--- config.mk ---
export PLATFORM = sky130hd
export DESIGN_NAME = ext_bus_seq
export DESIGN_NICKNAME = d
export VERILOG_FILES = /design/src/rtl/ext_bus_pkg.sv /design/src/rtl/ebs_cfg_regs.sv /design/src/rtl/ebs_state_timer.sv /design/src/rtl/ebs_read_fsm.sv /design/src/rtl/ext_bus_seq.sv
export SDC_FILE = /design/constraint.sdc
export NUM_CORES = 1
export LEC_CHECK = 0
export BUFFER_PORTS_ARGS = -buffer_cell sky130_fd_sc_hd__buf_2
export CORE_MARGIN = 10
export CORE_UTILIZATION = 29
export DETAILED_ROUTE_END_ITERATION = 7
export GPL_TIMING_DRIVEN = 1
export REMOVE_ABC_BUFFERS = 1
export SYNTH_ARGS = -nofsm -noshare
export SYNTH_HDL_FRONTEND = slang
export SYNTH_SLANG_ARGS = --single-unit
--- constraint.sdc ---
create_clock -name clk_i -period 1.9 [get_ports clk_i]
set_input_delay 0.19 -clock clk_i [delete_from_list [all_inputs] [get_ports clk_i]]
set_output_delay 0.19 -clock clk_i [all_outputs]
set_load 0.1 [all_outputs]
--- src/rtl/ext_bus_pkg.sv ---
package ext_bus_pkg;
  typedef enum logic [2:0] {
    ST_IDLE,
    ST_PASS,
    ST_T1,
    ST_T2,
    ST_TW,
    ST_T3,
    ST_DONE
  } bus_state_e;
endpackage

--- src/rtl/ebs_cfg_regs.sv ---
module ebs_cfg_regs #(
  parameter int N_CS   = 4,
  parameter int TCLK_W = 4,
  parameter int CS_W   = 2
) (
  input  logic                     clk_i,
  input  logic                     rst_ni,
  input  logic                     we_i,
  input  logic [CS_W-1:0]          sel_i,
  input  logic                     legacy_i,
  input  logic [TCLK_W-1:0]        tclk_i,
  output logic [N_CS-1:0]          legacy_o,
  output logic [N_CS*TCLK_W-1:0]   tclk_o
);
  for (genvar g = 0; g < N_CS; g++) begin : g_region
    logic              mode_q;
    logic [TCLK_W-1:0] tclk_q;
    always_ff @(posedge clk_i or negedge rst_ni) begin
      if (!rst_ni) begin
        mode_q <= 1'b0;
        tclk_q <= '0;
      end else if (we_i && sel_i == CS_W'(g)) begin
        mode_q <= legacy_i;
        tclk_q <= tclk_i;
      end
    end
    assign legacy_o[g] = mode_q;
    assign tclk_o[g*TCLK_W +: TCLK_W] = tclk_q;
  end
endmodule

--- src/rtl/ebs_state_timer.sv ---
module ebs_state_timer #(
  parameter int W = 4
) (
  input  logic         clk_i,
  input  logic         rst_ni,
  input  logic         load_i,
  input  logic [W-1:0] load_val_i,
  output logic         last_o
);
  logic [W-1:0] cnt_q;
  always_ff @(posedge clk_i or negedge rst_ni) begin
    if (!rst_ni)              cnt_q <= '0;
    else if (load_i)          cnt_q <= load_val_i;
    else if (cnt_q != '0)     cnt_q <= cnt_q - W'(1);
  end
  assign last_o = (cnt_q == '0);
endmodule

--- src/rtl/ebs_read_fsm.sv ---
module ebs_read_fsm
  import ext_bus_pkg::*;
(
  input  logic       clk_i,
  input  logic       rst_ni,
  input  logic       req_i,
  input  logic       legacy_i,
  input  logic       last_i,
  input  logic       wait_ni,
  output bus_state_e state_o,
  output logic       load_o,
  output logic       capture_o
);
  bus_state_e state_q, state_d;

  always_comb begin
    state_d   = state_q;
    load_o    = 1'b0;
    capture_o = 1'b0;
    unique case (state_q)
      ST_IDLE: if (req_i) begin
        state_d = legacy_i ? ST_T1 : ST_PASS;
        load_o  = legacy_i;
      end
      ST_PASS: begin
        state_d   = ST_DONE;
        capture_o = 1'b1;
      end
      ST_T1: if (last_i) begin
        state_d = ST_T2;
        load_o  = 1'b1;
      end
      ST_T2: if (last_i) begin
        state_d = wait_ni ? ST_T3 : ST_TW;
        load_o  = wait_ni;
      end
      ST_TW: if (wait_ni) begin
        state_d = ST_T3;
        load_o  = 1'b1;
      end
      ST_T3: if (last_i) begin
        state_d   = ST_DONE;
        capture_o = 1'b1;
      end
      ST_DONE: state_d = ST_IDLE;
      default: state_d = ST_IDLE;
    endcase
  end

  always_ff @(posedge clk_i or negedge rst_ni) begin
    if (!rst_ni) state_q <= ST_IDLE;
    else         state_q <= state_d;
  end

  assign state_o = state_q;
endmodule

--- src/rtl/ext_bus_seq.sv ---
module ext_bus_seq
  import ext_bus_pkg::*;
#(
  parameter int N_CS   = 4,
  parameter int ADDR_W = 16,
  parameter int DATA_W = 8,
  parameter int TCLK_W = 4,
  localparam int CS_W  = (N_CS > 1) ? $clog2(N_CS) : 1
) (
  input  logic              clk_i,
  input  logic              rst_ni,
  input  logic              cfg_we_i,
  input  logic [CS_W-1:0]   cfg_sel_i,
  input  logic              cfg_legacy_i,
  input  logic [TCLK_W-1:0] cfg_tclk_i,
  input  logic              req_i,
  input  logic              req_io_i,
  input  logic [CS_W-1:0]   req_cs_i,
  input  logic [ADDR_W-1:0] req_addr_i,
  output logic              busy_o,
  output logic              done_o,
  output logic [DATA_W-1:0] rdata_o,
  output logic [ADDR_W-1:0] bus_addr_o,
  output logic [N_CS-1:0]   bus_cs_no,
  output logic              bus_rd_no,
  output logic              bus_mreq_no,
  output logic              bus_iorq_no,
  input  logic              bus_wait_ni,
  input  logic [DATA_W-1:0] bus_data_i
);
  logic [N_CS-1:0]        legacy_all;
  logic [N_CS*TCLK_W-1:0] tclk_all;
  logic [TCLK_W-1:0]      tclk_arr [N_CS];

  ebs_cfg_regs #(.N_CS(N_CS), .TCLK_W(TCLK_W), .CS_W(CS_W)) u_cfg (
    .clk_i    (clk_i),
    .rst_ni   (rst_ni),
    .we_i     (cfg_we_i),
    .sel_i    (cfg_sel_i),
    .legacy_i (cfg_legacy_i),
    .tclk_i   (cfg_tclk_i),
    .legacy_o (legacy_all),
    .tclk_o   (tclk_all)
  );

  for (genvar g = 0; g < N_CS; g++) begin : g_tclk
    assign tclk_arr[g] = tclk_all[g*TCLK_W +: TCLK_W];
  end

  bus_state_e state;
  logic       load, last, capture, accept;
  logic [TCLK_W-1:0] sel_tclk, new_nm1, nm1_q, load_val;

  assign accept   = req_i && (state == ST_IDLE);
  assign sel_tclk = tclk_arr[req_cs_i];
  // zero setting behaves as one clock per state
  assign new_nm1  = (sel_tclk == '0) ? '0 : sel_tclk - TCLK_W'(1);
  assign load_val = (state == ST_IDLE) ? new_nm1 : nm1_q;

  ebs_state_timer #(.W(TCLK_W)) u_timer (
    .clk_i      (clk_i),
    .rst_ni     (rst_ni),
    .load_i     (load),
    .load_val_i (load_val),
    .last_o     (last)
  );

  ebs_read_fsm u_fsm (
    .clk_i     (clk_i),
    .rst_ni    (rst_ni),
    .req_i     (req_i),
    .legacy_i  (legacy_all[req_cs_i]),
    .last_i    (last),
    .wait_ni   (bus_wait_ni),
    .state_o   (state),
    .load_o    (load),
    .capture_o (capture)
  );

  logic [ADDR_W-1:0] addr_q;
  logic [CS_W-1:0]   cs_q;
  logic              io_q;
  logic [DATA_W-1:0] rdata_q;

  always_ff @(posedge clk_i or negedge rst_ni) begin
    if (!rst_ni) begin
      addr_q <= '0;
      cs_q   <= '0;
      io_q   <= 1'b0;
      nm1_q  <= '0;
    end else if (accept) begin
      addr_q <= req_addr_i;
      cs_q   <= req_cs_i;
      io_q   <= req_io_i;
      nm1_q  <= new_nm1;
    end
  end

  always_ff @(posedge clk_i or negedge rst_ni) begin
    if (!rst_ni)      rdata_q <= '0;
    else if (capture) rdata_q <= bus_data_i;
  end

  logic cs_act, strb_act;
  assign cs_act   = state inside {ST_PASS, ST_T1, ST_T2, ST_TW, ST_T3};
  assign strb_act = state inside {ST_PASS, ST_T2, ST_TW, ST_T3};

  for (genvar g = 0; g < N_CS; g++) begin : g_cs
    assign bus_cs_no[g] = !(cs_act && cs_q == CS_W'(g));
  end

  assign bus_addr_o  = addr_q;
  assign bus_rd_no   = !strb_act;
  assign bus_mreq_no = !(strb_act && !io_q);
  assign bus_iorq_no = !(strb_act && io_q);
  assign busy_o      = (state != ST_IDLE);
  assign done_o      = (state == ST_DONE);
  assign rdata_o     = rdata_q;
endmodule

==> results.ini <==
[timing]
finalCritPeriodShare_pct=96.7
period_minus_slack_ns=1.84
hold_viol=0
max_freq_ghz=0.544
finalSetupViolations=0
whs_ns=0.0400
finalMaxSlewViolations=0
rsz0062_at_grt=true
clock_skew_ns=0.00911
tightest_slew_ns=0.511
max_slew_margin_pct=66.2

[route]
drt_iter0_markers=71
postRouteAntennaNets=0
vias_per_cell=4.64
firstDrtPassIters=4
drt_wl_total_mm=6.75
vias=2092
routedWlPerCell_um=15.0
drc=0

[finish]
nets=375
fill_cells=914
area_growth_pct=33.1
drive_above_1_share_pct=42.4
post-route-util_pct=39.1
antenna_cells=0

[clock_tree]
clockBufferDepth=2
clkTransAtPathRegs_ns=0.07
root_buffer=clkbuf_8
htree_num_levels=3
post_cts_buffers=0
cts-buffers-inserted=9
cts_tree=done
clock_sinks=58
clock_latency_ns=0.33

[global_route]
antenna_found_initial=0
grt_start_max_net_pins=59
grt_first_pass_wirelength_mm=10.7
grt_pass1_vias=2181
grt_usage_pct=10.2
grt_overflow=0

[synth]
synth_area_sq_um=2690
yosys_warnings=0
synth_ff_type=dfrtp_1
ys_top_cells_by_area=dfrtp_1 54%, mux2_2 12%, nand2_1 10%
async_flop_share_pct=100
syn_inst=248
yosysTopAreaCellShare_pct=53.9
synth_cell_types=43
ys_seq_area_share_pct=53.9
syn_area_per_cell_sq_um=10.9
ys_seq_elements=58
synth_edf_count=0
synth_top_area_cell=dfrtp_1

[setup_path]
worstSetupStartpointType=flip-flop
crit_fanout=9
critical_path.max_stage_delay_ns=0.39
ff2ff_path_depth=6
r2r_end=rdata_o[6]
path_cells=inv_2, ha_4, or3b_4, a211oi_4, buf_12, mux2_2
ff2ff_setup_slack_ns=0.06
crit_path_end_kind=flip-flop
critPathKind=flip-flop to flip-flop
r2r-start=u_timer.cnt_q[1]
cp.required_ns=2.12
cp.arrival_ns=2.06
cp_slowest_cell=dfrtp_1
crit_family=flip-flops
critPathBufInv=2

[job]
maxCapViolations=0

[worst_hold_path]
worstHoldStart=req_addr_i[15]
hold_depth=3
min_to=bus_addr_o[15]
hold_class=primary input to flip-flop

[floorplanning]
ios=72
initial_utilization_pct=29.4
die_w_um=116
core_area_sq_um=9150
row_count=35
die-area_sq_um=13500
die_h_um=116

[placed_design]
dp_hpwl_mm=4.89
numPortBuffers=71
gp_congestion=0.792

[outcome]
status=finished, final reports clean

## flip-flops by register name, summed over array words and instances, names as in the netlist
| name | flops |
|---|---|
| rdata_o | 8 |
| u_timer.cnt_q | 4 |
| io_q | 1 |
| u_cfg.g_region.tclk_q | 16 |
| bus_addr_o | 16 |
| u_cfg.g_region.mode_q | 4 |
| u_fsm.state_o | 3 |
| cs_q | 2 |
| nm1_q | 4 |
## logic make-up after synthesis
logic type	Yosys count	synth area share, %
compound gates	23	6.74
xor+xnor	2	0.651
fa+ha+maj	1	0.465
buf+inv	16	2.60
flops	58	53.9
mux	35	16.6
simple gates	113	19.0
## Yosys cell counts, types with 3 or more instances
cell type and n:
mux4_2 5, dfrtp_1 58, and2_1 3, nor2_1 10
inv_1 6, o21ai_0 7, clkbuf_1 4, nand2_1 75
mux2_2 28, or3_1 3, nand3_1 4, nand3b_1 3
## cell type report
| type | count | area [sq um] | share of cell area (%) |
|---|---|---|---|
| clock buffer | 11 | 141 | 3.95 |
| clock inverter | 5 | 30.0 | 0.839 |
| inverter | 7 | 28.8 | 0.804 |
| multi-input combinational | 174 | 1210 | 33.9 |
| sequential | 58 | 1450 | 40.5 |
| tap | 111 | 139 | 3.88 |
| timing repair buffer | 85 | 578 | 16.1 |
## tightest hold or removal path, delay by kind of cell
kind,cells,cell delay [ns]
simple gates,2,0.08
buf+inv,1,0.07
## per-layer routing
layer,track usage (%),vias up,wire [um]
li1,-,1021,-
met1,11.6,1036,2830
met2,17.8,29,3630
met3,2.82,6,202
met4,4.00,0,74
met5,0,-,0
## metrics by stage
| stage | worst slack, ns | instances | cell area, sq um | TNS (ns) |
|---|---|---|---|---|
| 3_3_place_gp | -0.00706 | 434 | 3350 | -0.0434 |
| 2_1_floorplan | -0.969 | 239 | 2650 | -5.45 |
| 5_1_grt | -0.0233 | 451 | 3580 | -0.126 |
| 4_1_cts | 0.00611 | 451 | 3540 | 0 |
| 3_5_place_dp | -0.0349 | 434 | 3350 | -0.244 |
| 6_report | 0.0627 | 451 | 3580 | 0 |
## placed cells by master (no fill, tap or decap), types with 3 or more instances in the layout
| cell | instances |
|---|---|
| and2_1 | 3 |
| buf_12 | 7 |
| buf_2 | 63 |
| buf_4 | 11 |
| clkbuf_8 | 10 |
| clkinv_2 | 3 |
| dfrtp_1 | 58 |
| inv_1 | 4 |
| mux2_2 | 27 |
| mux4_2 | 5 |
| nand2_1 | 75 |
| nand3_1 | 4 |
| nand3b_1 | 3 |
| nor2_1 | 10 |
| o21ai_0 | 7 |
## worst max-delay path by stage
stage	start	to	slack [ns]	cells after the start
after global placement	u_timer.cnt_q[0]	rdata_o[3]	-0.007	6
after CTS	u_fsm.state_o[2]	bus_cs_no[0]	0.006	5
after floorplan	u_fsm.state_o[1]	bus_cs_no[2]	-0.97	3
after detailed placement	u_timer.cnt_q[1]	rdata_o[4]	-0.03	6
final	u_timer.cnt_q[1]	rdata_o[6]	0.06	6
after global routing	u_timer.cnt_q[0]	rdata_o[1]	-0.02	6
## what timing repair did
action,CTS,global route
hold buffers,1,0
pin swaps,1,0
resized for setup,5,11
endpoints found under the setup margin,13,13
endpoints found under the hold margin,58,0
Power is not shown: default switching activity piles up to over one toggle a cycle in this logic, so the estimate is an artifact.
